$ cat src/rtl/fpcc_pkg.sv
package fpcc_pkg;
    // Condition-code bit positions in the status word
    localparam int CC_N   = 27;
    localparam int CC_Z   = 26;
    localparam int CC_I   = 25;
    localparam int CC_NAN = 24;
    // Exception byte
    localparam int EXC_LO   = 8;
    localparam int EXC_W    = 8;
    localparam int EXC_HI   = EXC_LO + EXC_W - 1;
    localparam int EXC_BSUN = EXC_HI;
    // Predicate field positions
    localparam int PF_ILLEGAL = 5;
    localparam int PF_SIGNAL  = 4;
    localparam int PF_INVERT  = 3;
    localparam int BASE_W     = 3;

    typedef enum logic [BASE_W-1:0] {
        BT_NEVER   = 3'd0,
        BT_EQ      = 3'd1,
        BT_GT      = 3'd2,
        BT_GE      = 3'd3,
        BT_LT      = 3'd4,
        BT_LE      = 3'd5,
        BT_GL      = 3'd6,
        BT_ORDERED = 3'd7
    } base_test_t;

    typedef enum logic {
        ST_IDLE = 1'b0,
        ST_DONE = 1'b1
    } ctrl_state_t;

    typedef struct packed {
        logic       illegal;
        logic       signalling;
        logic       invert;
        base_test_t base;
    } pred_fields_t;
endpackage

$ cat src/rtl/fpcc_decode.sv
module fpcc_decode
    import fpcc_pkg::*;
#(
    parameter int PRED_W = 6
) (
    input  logic [PRED_W-1:0] pred,
    output pred_fields_t      fields
);
    logic [BASE_W-1:0] low_sel;

    always_comb begin
        low_sel           = pred[BASE_W-1:0];
        fields.illegal    = |pred[PRED_W-1:PF_ILLEGAL];
        fields.signalling = pred[PF_SIGNAL];
        fields.invert     = pred[PF_INVERT];
        // A complemented code names the complement of its low bits
        fields.base       = base_test_t'(pred[PF_INVERT] ? ~low_sel : low_sel);
    end
endmodule

$ cat src/rtl/fpcc_test.sv
module fpcc_test
    import fpcc_pkg::*;
(
    input  base_test_t base,
    input  logic       cc_n,
    input  logic       cc_z,
    input  logic       cc_nan,
    output logic       hit
);
    always_comb begin
        unique case (base)
            BT_NEVER:   hit = 1'b0;
            BT_EQ:      hit = cc_z;
            BT_GT:      hit = !(cc_nan || cc_z || cc_n);
            BT_GE:      hit = cc_z || !(cc_nan || cc_n);
            BT_LT:      hit = cc_n && !cc_nan && !cc_z;
            BT_LE:      hit = cc_z || (cc_n && !cc_nan);
            BT_GL:      hit = !(cc_nan || cc_z);
            BT_ORDERED: hit = !cc_nan;
            default:    hit = 1'b0;
        endcase
    end
endmodule

$ cat src/rtl/fpcc_status.sv
module fpcc_status
    import fpcc_pkg::*;
#(
    parameter int STAT_W = 32
) (
    input  logic [STAT_W-1:0] status_in,
    input  logic              signalling,
    output logic [STAT_W-1:0] status_out,
    output logic              unordered
);
    always_comb begin
        unordered                   = signalling && status_in[CC_NAN];
        status_out                  = status_in;
        status_out[EXC_HI:EXC_LO]   = '0;
        status_out[EXC_BSUN]        = unordered;
    end
endmodule

$ cat src/rtl/fpcc_eval.sv
module fpcc_eval
    import fpcc_pkg::*;
#(
    parameter int PRED_W = 6,
    parameter int STAT_W = 32
) (
    input  logic              clk,
    input  logic              rst_n,
    input  logic              req_valid,
    input  logic [PRED_W-1:0] req_pred,
    input  logic [STAT_W-1:0] req_status,
    input  logic [EXC_W-1:0]  trap_enable,
    output logic              res_valid,
    output logic              res_true,
    output logic              res_illegal,
    output logic [STAT_W-1:0] res_status,
    output logic              res_trap
);
    ctrl_state_t       state_q, state_d;
    pred_fields_t      fields;
    logic              base_hit;
    logic [STAT_W-1:0] upd_status;
    logic              unordered;

    fpcc_decode #(.PRED_W(PRED_W)) u_decode (
        .pred   (req_pred),
        .fields (fields)
    );

    fpcc_test u_test (
        .base   (fields.base),
        .cc_n   (req_status[CC_N]),
        .cc_z   (req_status[CC_Z]),
        .cc_nan (req_status[CC_NAN]),
        .hit    (base_hit)
    );

    fpcc_status #(.STAT_W(STAT_W)) u_status (
        .status_in  (req_status),
        .signalling (fields.signalling),
        .status_out (upd_status),
        .unordered  (unordered)
    );

    // Controller: next state
    always_comb begin
        unique case (state_q)
            ST_IDLE: state_d = req_valid ? ST_DONE : ST_IDLE;   // GO_DONE / IDLE_HOLD
            ST_DONE: state_d = req_valid ? ST_DONE : ST_IDLE;   // STAY_DONE / GO_IDLE
            default: state_d = ST_IDLE;
        endcase
    end

    // Controller: state register
    always_ff @(posedge clk or negedge rst_n) begin
        if (!rst_n) state_q <= ST_IDLE;
        else        state_q <= state_d;
    end

    assign res_valid = (state_q == ST_DONE);

    // Result registers, loaded on each request
    always_ff @(posedge clk or negedge rst_n) begin
        if (!rst_n) begin
            res_true    <= 1'b0;
            res_illegal <= 1'b0;
            res_status  <= '0;
            res_trap    <= 1'b0;
        end else if (req_valid) begin
            if (fields.illegal) begin
                res_true    <= 1'b0;
                res_illegal <= 1'b1;
                res_status  <= req_status;
                res_trap    <= 1'b0;
            end else begin
                res_true    <= base_hit ^ fields.invert;
                res_illegal <= 1'b0;
                res_status  <= upd_status;
                res_trap    <= |(upd_status[EXC_HI:EXC_LO] & trap_enable);
            end
        end
    end

    // Checks next to the logic they guard
    assert_valid_follows_req_R1: assert property (@(posedge clk) disable iff (!rst_n)
        res_valid == $past(req_valid))
        else $error("R1: res_valid does not track request");

    assert_illegal_passthrough_R2: assert property (@(posedge clk) disable iff (!rst_n)
        (res_valid && res_illegal) |-> (!res_true && !res_trap && res_status == $past(req_status)))
        else $error("R2: illegal result wrong");

    assert_unordered_bit_R5: assert property (@(posedge clk) disable iff (!rst_n)
        (res_valid && !res_illegal) |->
            (res_status[EXC_BSUN] == ($past(req_pred[PF_SIGNAL]) && $past(req_status[CC_NAN]))))
        else $error("R5: unordered bit wrong");

    assert_exc_cleared_R6: assert property (@(posedge clk) disable iff (!rst_n)
        (res_valid && !res_illegal) |->
            (res_status[EXC_HI-1:EXC_LO] == '0 && res_status[CC_N:CC_NAN] == $past(req_status[CC_N:CC_NAN])))
        else $error("R6: status not cleared or condition bits altered");

    assert_trap_enabled_R7: assert property (@(posedge clk) disable iff (!rst_n)
        (res_valid && res_trap) |-> (|(res_status[EXC_HI:EXC_LO] & $past(trap_enable))))
        else $error("R7: trap without enabled exception");

    assert_hold_R9: assert property (@(posedge clk) disable iff (!rst_n)
        !$past(req_valid) |-> ($stable(res_status) && $stable(res_true) && $stable(res_trap)))
        else $error("R9: outputs moved without request");
endmodule

$ cat config.mk
export PLATFORM = sky130hd
export DESIGN_NAME = fpcc_eval
export DESIGN_NICKNAME = d
export VERILOG_FILES = /design/src/rtl/fpcc_pkg.sv /design/src/rtl/fpcc_decode.sv /design/src/rtl/fpcc_test.sv /design/src/rtl/fpcc_status.sv /design/src/rtl/fpcc_eval.sv
export SDC_FILE = /design/constraint.sdc
export NUM_CORES = 1
export LEC_CHECK = 0
export BUFFER_PORTS_ARGS = -buffer_cell sky130_fd_sc_hd__clkbuf_2
export CORE_AREA = 4 4 85 119
export DETAILED_ROUTE_END_ITERATION = 16
export DIE_AREA = 0 0 89 123
export GPL_TIMING_DRIVEN = 0
export PLACE_DENSITY = 0.47
export SYNTH_ARGS = -nofsm -noshare
export SYNTH_HDL_FRONTEND = slang
export SYNTH_HIERARCHICAL = 1
export SYNTH_SLANG_ARGS = --single-unit
$ cat constraint.sdc
create_clock -name clk -period 0.95 [get_ports clk]
set_input_delay 0.285 -clock clk [delete_from_list [all_inputs] [get_ports clk]]
set_output_delay 0.285 -clock clk [all_outputs]
set_load 0.01 [all_outputs]
==> impl_metrics.ini, run 1 <==
[clocking]
numClockSinks = 36
h-tree-depth = 2
clk_path_buf_depth = 2
clk_pin_slew_ns = 0.06
cts_tree = built
cts_buffers = 5
clkLatencyLatePin_ns = 0.28
cts-root-buf = clkbuf_16

[worst_setup_path]
crit_fanout = 4
path_cells = buf_8 > xor2_2 > mux2_4 > mux2i_1 > a21oi_1 > xnor2_1 > o22ai_1
slowest_stage = mux2_4
crit_path_start = req_pred[3]
cpPeakStageDelay_ns = 0.27
r2r_cells = 4
critical_path_depth = 7
rr_startpoint = res_status[23]$_DFFE_PN0P_
setup.worst_path.start_class = primary input
cp-end-kind = register
cp_data_required_time_ns = 1.12
path_buf_inv = 1
worstPathArrival_ns = 1.28
criticalPathCategory = in2reg
crit_family = multiplexers

[synthesis]
avgSynthCellArea_sq_um = 10.7
syn_area_sq_um = 2140
yosysWarnings = 6
synth-simple-area-share_pct = 6.54
synth_top_family_by_area = buffers and inverters
ys_seq_area_share_pct = 42.0
ys_ff_latch = 36
postSynthCellCount = 200
synth_compound_area_share_pct = 15.2
synth_fa_ha_area_share_pct = 0
synth_top_area_share_pct = 42.0
synth-xor-area-share_pct = 1.63
synth_area_leader_cell = dfrtp_1
synth_cell_types = 24
synthMuxAreaShare_pct = 16.5
synth.area.top_cells = dfrtp_1 42%, mux2i_1 15%, buf_4 13%, a21oi_2 12%, nor2_1 5.6%

[timing]
fmax_mhz = 897
hold_viol_final = 0
min_period_ns = 1.11
slew_headroom_pct = 36.7
skew_ns = 0
setup_viol = 37
rsz0062_at_grt = yes
fin_tns_setup_ns = -4.65
period_share_pct = 117
setup_ws_ns = -0.164
worstMarginPinSlew_ns = 0.949
drv_slew = 0
whs_ns = 0.146

[global_routing]
grt_use_total_pct = 10.1
grt_pass1_wl_um = 8370
grt_pass1_vias = 1672
grt_max_degree = 37
antenna_found_initial = 0
grt_overflow = 0

[placement]
dp_cells = 395
gp_congestion = 0.715
post-place-ws_ns = -0.509
port_buffers = 82
place_hpwl_um = 4050

[layout]
final_cell_mix = 80 x clkbuf_2, 56 x buf_4, 36 x dfrtp_1, 33 x mux2i_1, 32 x nor2_1
final_cells = 423
diodes = 0
drive_above_1_share_pct = 59.5
synthToLayoutAreaGrowth_pct = 42.8
nNetsFinal = 364
final_common_cell = clkbuf_2

[floorplan]
fp.dieW_um = 89
row_count = 41
dieArea_sq_um = 10900
core_area_sq_um = 8980
floorplan.initialDensity_pct = 23.9
die_h_um = 123
num_io_pins = 85

[power]
p_leak_nw = 1.57
p_per_area_nw_per_um2 = 1570
peakVddDrop_v = 0.000834
total_power_mw = 4.81

[drt]
drc = 0
ant_nets = 0
routed_wl_um = 5400
vias = 1689
wl_per_cell_um = 12.8
drt-initial-drc-count = 45
viasPerCell = 3.99
first_pass_iters = 3

[job]
maxCapViolCount = 0

[status]
status = complete, but fails checks
failed_checks = negative setup slack

[worst_hold_path]
hold_class = in2async
## synth_stat cells, drive strengths merged
library cell,count
a21oi,33
a22oi,4
a41o,1
and2,1
buf,43
clkbuf,3
conb,1
dfrtp,36
inv,2
mux2,2
mux2i,33
nand2,2
nand2b,1
nor2,32
o21ai,1
o22ai,1
xnor2,1
xor2,3
## sequential cells by signal (all words and copies together) (netlist names)
signal and flops:
res_true 1, res_illegal 1, res_valid 1, res_trap 1
res_status 32
## worst paths after layout
kind	slack, ns	endpoint
worst max-delay path	-0.16	res_true$_DFFE_PN0P_
worst min-delay path	0.15	res_status[0]$_DFFE_PN0P_
worst max register to register	0.07	res_status[23]$_DFFE_PN0P_
worst min register to register	0.52	res_status[24]$_DFFE_PN0P_
max in group asynchronous	0.22	res_status[13]$_DFFE_PN0P_
min in group clk	0.21	res_valid$_DFF_PN0_
## layout make-up
class                           count  area (sq um)
Buffer                             46           387
Clock inverter                      3          42.5
Clock buffer                        5           125
Multi-Input combinational cell    122           895
Tap cell                          107           134
Inverter                            2          7.51
Timing Repair Buffer              102           571
Fill cell                         942          5920
Sequential cell                    36           901
## layer usage
metal | part of all wire, % | GRT usage (%)
met3 | 4.6 | 1.93
met5 | 0 | 0
met4 | 1.6 | 3.63
met2 | 54 | 17.9
met1 | 39 | 11.9
## what timing repair did
action / in CTS / in global routing
pin swaps: 4 / 3
endpoints found under the setup margin: 37 / 42
gates resized for setup: 3 / 5
hold buffers: 0 / 0
buffers inserted: 10 / 10
## cell families after synthesis
group,Yosys count
other cells,1
xor+xnor,4
simple gates,36
flops,36
mux,35
compound gates,40
buf+inv,48
## worst register-to-register path, cell delays in order (launching register included)
cell     delay [ns]
dfrtp_1        0.38
buf_4          0.13
buf_4          0.12
nor2_1         0.10
a21oi_2        0.04
## power breakdown
group	leakage (nW)	internal (mW)	switching, mW
Sequential	0.406	1.69	0.0906
Combinational	1.08	0.613	0.528
Clock	0.0798	1.23	0.652
Total	1.57	3.54	1.27
## metrics by stage
stage / utilization, % / instance area [sq um]
after floorplan: - / 2180
after global placement: 30.3 / 2720
after detailed placement: 30.3 / 2720
after CTS: 33.2 / 2980
after global routing: 34.1 / 3060
final: 34.1 / 3060
(Power assumes the default switching activity.)
==> run 2, diff against run 1 <==
Settings changed: ABC_AREA from default to 0, CORE_AREA 4 4 85 119 to 4 4 100 102, DIE_AREA 0 0 89 123 to 0 0 104 106.
==> impl_metrics.ini, run 2 (synthesis results as in run 1) <==
[status]
status = complete, but fails checks
failed_checks = negative setup slack

[layout]
stdcell_area_sq_um = 3000
nNetsFinal = 363
largest_reg_flops = 32
synthToLayoutAreaGrowth_pct = 40.0
final_common_cell = clkbuf_2
top_register = res_status
final_cell_mix = 75 x clkbuf_2, 55 x buf_4, 36 x dfrtp_1, 32 x mux2i_1, 32 x nor2_1
diodes = 0
drive_above_1_share_pct = 60.2

[worst_setup_path]
r2r_slack_ns = 0.07
crit_fanout = 2
worstPathArrival_ns = 1.26
setup.worst_path.start_class = primary input
cp-end-kind = register
cp_data_required_time_ns = 1.11
rr_startpoint = res_status[3]$_DFFE_PN0P_
rr_endpoint = res_status[3]$_DFFE_PN0P_
r2r_cells = 4
criticalPathCategory = in2reg

[timing]
min_period_ns = 1.11
worstMarginPinSlew_ns = 0.956
setup_ws_ns = -0.157
skew_ns = 0
rsz0062_at_grt = yes
whs_ns = 0.144
slew_headroom_pct = 36.3
fmax_mhz = 904
period_share_pct = 116
drv_slew = 0
hold_viol_final = 0
setup_viol = 37

[clocking]
clk_path_buf_depth = 2
h-tree-depth = 2
cts-root-buf = clkbuf_8
clkLatencyLatePin_ns = 0.27
clk_pin_slew_ns = 0.08
ctsHoldBuffers = 0
cts_buffers = 5
cts_tree = built
numClockSinks = 36

[drt]
wl_per_cell_um = 12.1
ant_nets = 0
vias = 1636
drc = 0
routed_wl_um = 5130
drt-initial-drc-count = 19
first_pass_iters = 4
viasPerCell = 3.85

[global_routing]
grt_pass1_vias = 1679
grt_pass1_wl_um = 8230
grt_overflow = 0
grt_use_met2_pct = 14.9
grt_max_degree = 37
gr-max-usage-layer = met2
antenna_found_initial = 0
use_met1_pct = 12.0
use_met3_pct = 3.28
grt_use_total_pct = 9.34

[floorplan]
floorplan.initialDensity_pct = 23.5
fp.dieW_um = 104
num_io_pins = 85
core_area_sq_um = 9110
row_count = 35
die_h_um = 106
dieArea_sq_um = 11000

[power]
p_leak_nw = 1.53
total_power_mw = 3.97
p_per_area_nw_per_um2 = 1320
peakVddDrop_v = 0.000551

[placement]
port_buffers = 82
place_hpwl_um = 3820
place_area_sq_um = 2730
gp_congestion = 0.674

[worst_hold_path]
hold_class = in2async

[job]
maxCapViolCount = 0
run 2: layout make-up:
cell class,instances,area (sq um)
fill,974,6110
inverter,2,7.51
clock buffer,6,72.6
buffer,46,387
tap,111,139
timing repair buffer,101,581
clock inverter,1,5.00
sequential,36,901
multi-input combinational,122,910
run 2: metal layers:
| layer | vias to the layer above | wire length, um |
|---|---|---|
| li1 | 856 | - |
| met1 | 723 | 2340 |
| met2 | 54 | 2420 |
| met3 | 3 | 362 |
| met4 | 0 | 15 |
| met5 | - | 0 |
run 2: worst max path at each step:
stage / end / cells past startpoint / slack, ns / start
final: res_true$_DFFE_PN0P_ / 7 / -0.16 / req_pred[1]
after global routing: res_status[24] / 1 / -0.20 / res_status[24]$_DFFE_PN0P_
after CTS: res_status[25] / 1 / -0.17 / res_status[25]$_DFFE_PN0P_
after detailed placement: res_true$_DFFE_PN0P_ / 7 / -0.51 / req_pred[3]
after global placement: res_true$_DFFE_PN0P_ / 7 / -0.48 / req_pred[3]
after floorplan: res_true$_DFFE_PN0P_ / 6 / -0.26 / req_pred[3]
run 2: what timing repair did:
item	CTS	global route
pin swaps	3	2
setup buffers	9	10
gates resized for setup	2	18
endpoints found under the setup margin	37	47
run 2: metrics by stage:
stage | std cells | setup slack (ns) | setup TNS, ns | utilization [%]
2_1_floorplan | 206 | -0.257 | -1.90 | -
3_3_place_gp | 399 | -0.484 | -14.41 | 29.9
3_5_place_dp | 399 | -0.506 | -14.26 | 29.9
4_1_cts | 415 | -0.167 | -5.41 | 31.7
5_1_grt | 425 | -0.199 | -6.29 | 33.0
6_report | 425 | -0.157 | -4.69 | 33.0
run 2: critical path, stage by stage:
cell      delay, ns
clkbuf_2       0.10
xor2_2         0.17
mux2_4         0.27
mux2i_2        0.16
a21oi_2        0.05
xnor2_1        0.15
o22ai_1        0.08
run 2: power breakdown:
part	internal, mW	switching (mW)
Sequential	1.69	0.0871
Clock	0.499	0.536
Combinational	0.630	0.529
==> run 3, diff against run 2 <==
Settings changed: RECOVER_POWER from default to 25.
==> impl_metrics.ini, run 3 (synthesis results as in run 1) <==
[drt]
wl_per_cell_um = 12.1
viasPerCell = 3.85
vias = 1638
first_pass_iters = 4
ant_nets = 0
drc = 0
drt-initial-drc-count = 19
routed_wl_um = 5130

[worst_setup_path]
critical_path_depth = 7
cp-end-kind = register
crit_path_start = req_pred[1]
critPathCapture = res_true$_DFFE_PN0P_
rr_startpoint = res_status[3]$_DFFE_PN0P_
cp_data_required_time_ns = 1.11
path_buf_inv = 1
r2r_slack_ns = 0.07
path_cells = clkbuf_2 > xor2_2 > mux2_4 > mux2i_2 > a21oi_2 > xnor2_1 > o22ai_1
slowest_stage = mux2_4
setup.worst_path.start_class = primary input
criticalPathCategory = in2reg
crit_family = multiplexers
worstPathArrival_ns = 1.26
rr_endpoint = res_status[3]$_DFFE_PN0P_
crit_fanout = 2
r2r_cells = 4
cpPeakStageDelay_ns = 0.27

[placement]
port_buffers = 82
place_area_sq_um = 2730
place_hpwl_um = 3820
gp_congestion = 0.674

[timing]
fmax_mhz = 904
hold_viol_final = 0
worstMarginPinSlew_ns = 0.956
drv_slew = 0
setup_ws_ns = -0.157
rsz0062_at_grt = yes
fin_tns_setup_ns = -4.69
whs_ns = 0.144
min_period_ns = 1.11
period_share_pct = 116
slew_headroom_pct = 36.3
skew_ns = 0
setup_viol = 37

[global_routing]
grt_overflow = 0
grt_pass1_vias = 1679
grt_max_degree = 37
grt_pass1_wl_um = 8230
grt_use_total_pct = 9.34
antenna_found_initial = 0

[status]
status = complete, but fails checks
failed_checks = negative setup slack

[clocking]
numClockSinks = 36
clk_path_buf_depth = 2
cts_buffers = 5
cts-root-buf = clkbuf_8
h-tree-depth = 2
ctsHoldBuffers = 0
cts_tree = built
clk_pin_slew_ns = 0.08
clkLatencyLatePin_ns = 0.27

[layout]
stdcell_area_sq_um = 3000
drive_above_1_share_pct = 59.9
synthToLayoutAreaGrowth_pct = 40.0
final_cell_mix = 74 x clkbuf_2, 55 x buf_4, 36 x dfrtp_1, 32 x mux2i_1, 32 x nor2_1
final_common_cell = clkbuf_2
post-route-util_pct = 32.9
diodes = 0
top_register = res_status
largest_reg_flops = 32
nNetsFinal = 363
fill_cells = 975

[floorplan]
row_count = 35
num_io_pins = 85
dieArea_sq_um = 11000
floorplan.initialDensity_pct = 23.5
fp.dieW_um = 104
die_h_um = 106
core_area_sq_um = 9110

[power]
p_leak_nw = 1.52
peakVddDrop_v = 0.000551
total_power_mw = 3.97
p_per_area_nw_per_um2 = 1320

[job]
maxCapViolCount = 0

[worst_hold_path]
hold_class = in2async
==> run 3: cell counts in the layout (fill, tap and decap cells not counted) <==
Identical to the previous run, type by type.
==> run 3: worst min path at each step <==
stage | start | to | slack [ns] | depth (start not counted)
global placement | rst_n | res_status[10]$_DFFE_PN0P_ | 0.49 | 1
global route | rst_n | res_status[6]$_DFFE_PN0P_ | 0.22 | 1
floorplan | rst_n | res_illegal$_DFFE_PN0P_ | -0.01 | 0
CTS | rst_n | res_status[15]$_DFFE_PN0P_ | 0.18 | 1
finish | rst_n | res_status[15]$_DFFE_PN0P_ | 0.14 | 1
detailed placement | rst_n | res_status[10]$_DFFE_PN0P_ | 0.49 | 1
==> run 3: layer usage <==
metal | up-vias | global-route usage [%] | wire (um)
met5 | - | 0 | 0
met3 | 3 | 3.28 | 362
met4 | 0 | 2.56 | 15
met1 | 725 | 12.0 | 2340
met2 | 54 | 14.9 | 2420
li1 | 856 | - | -
==> run 3: timing repair <==
action | CTS | global route
endpoints found under the setup margin | 37 | 47
pin swaps | 3 | 2
resized for setup | 2 | 18
buffers inserted | 9 | 10
endpoints found under the hold margin | 0 | 0
==> run 3: report_power, final <==
group | internal [mW] | total [mW] | leakage [nW] | switching, mW
sequential | 1.69 | 1.78 | 0.406 | 0.0871
combinational | 0.630 | 1.16 | 1.08 | 0.528
clock | 0.499 | 1.03 | 0.0410 | 0.536
==> run 3: through the flow <==
step,worst slack [ns],instances
floorplan,-0.257,206
global placement,-0.484,399
detailed placement,-0.506,399
CTS,-0.167,415
global route,-0.199,425
finish,-0.157,425
==> run 3: area by class of cell <==
cell class / count / area [sq um] / area share [%]
Sequential cell: 36 / 901 / 30.0
Clock buffer: 6 / 72.6 / 2.42
Inverter: 2 / 7.51 / 0.250
Clock inverter: 1 / 5.00 / 0.167
Tap cell: 111 / 139 / 4.63
Timing Repair Buffer: 101 / 579 / 19.3
Multi-Input combinational cell: 122 / 910 / 30.3
Buffer: 46 / 387 / 12.9
==> run 3: worst reg2reg max path, cell delays in order (launching register included) <==
cell and delay, ns:
dfrtp_1 0.38, buf_4 0.13, buf_4 0.12, nor2_1 0.10, a21oi_2 0.04
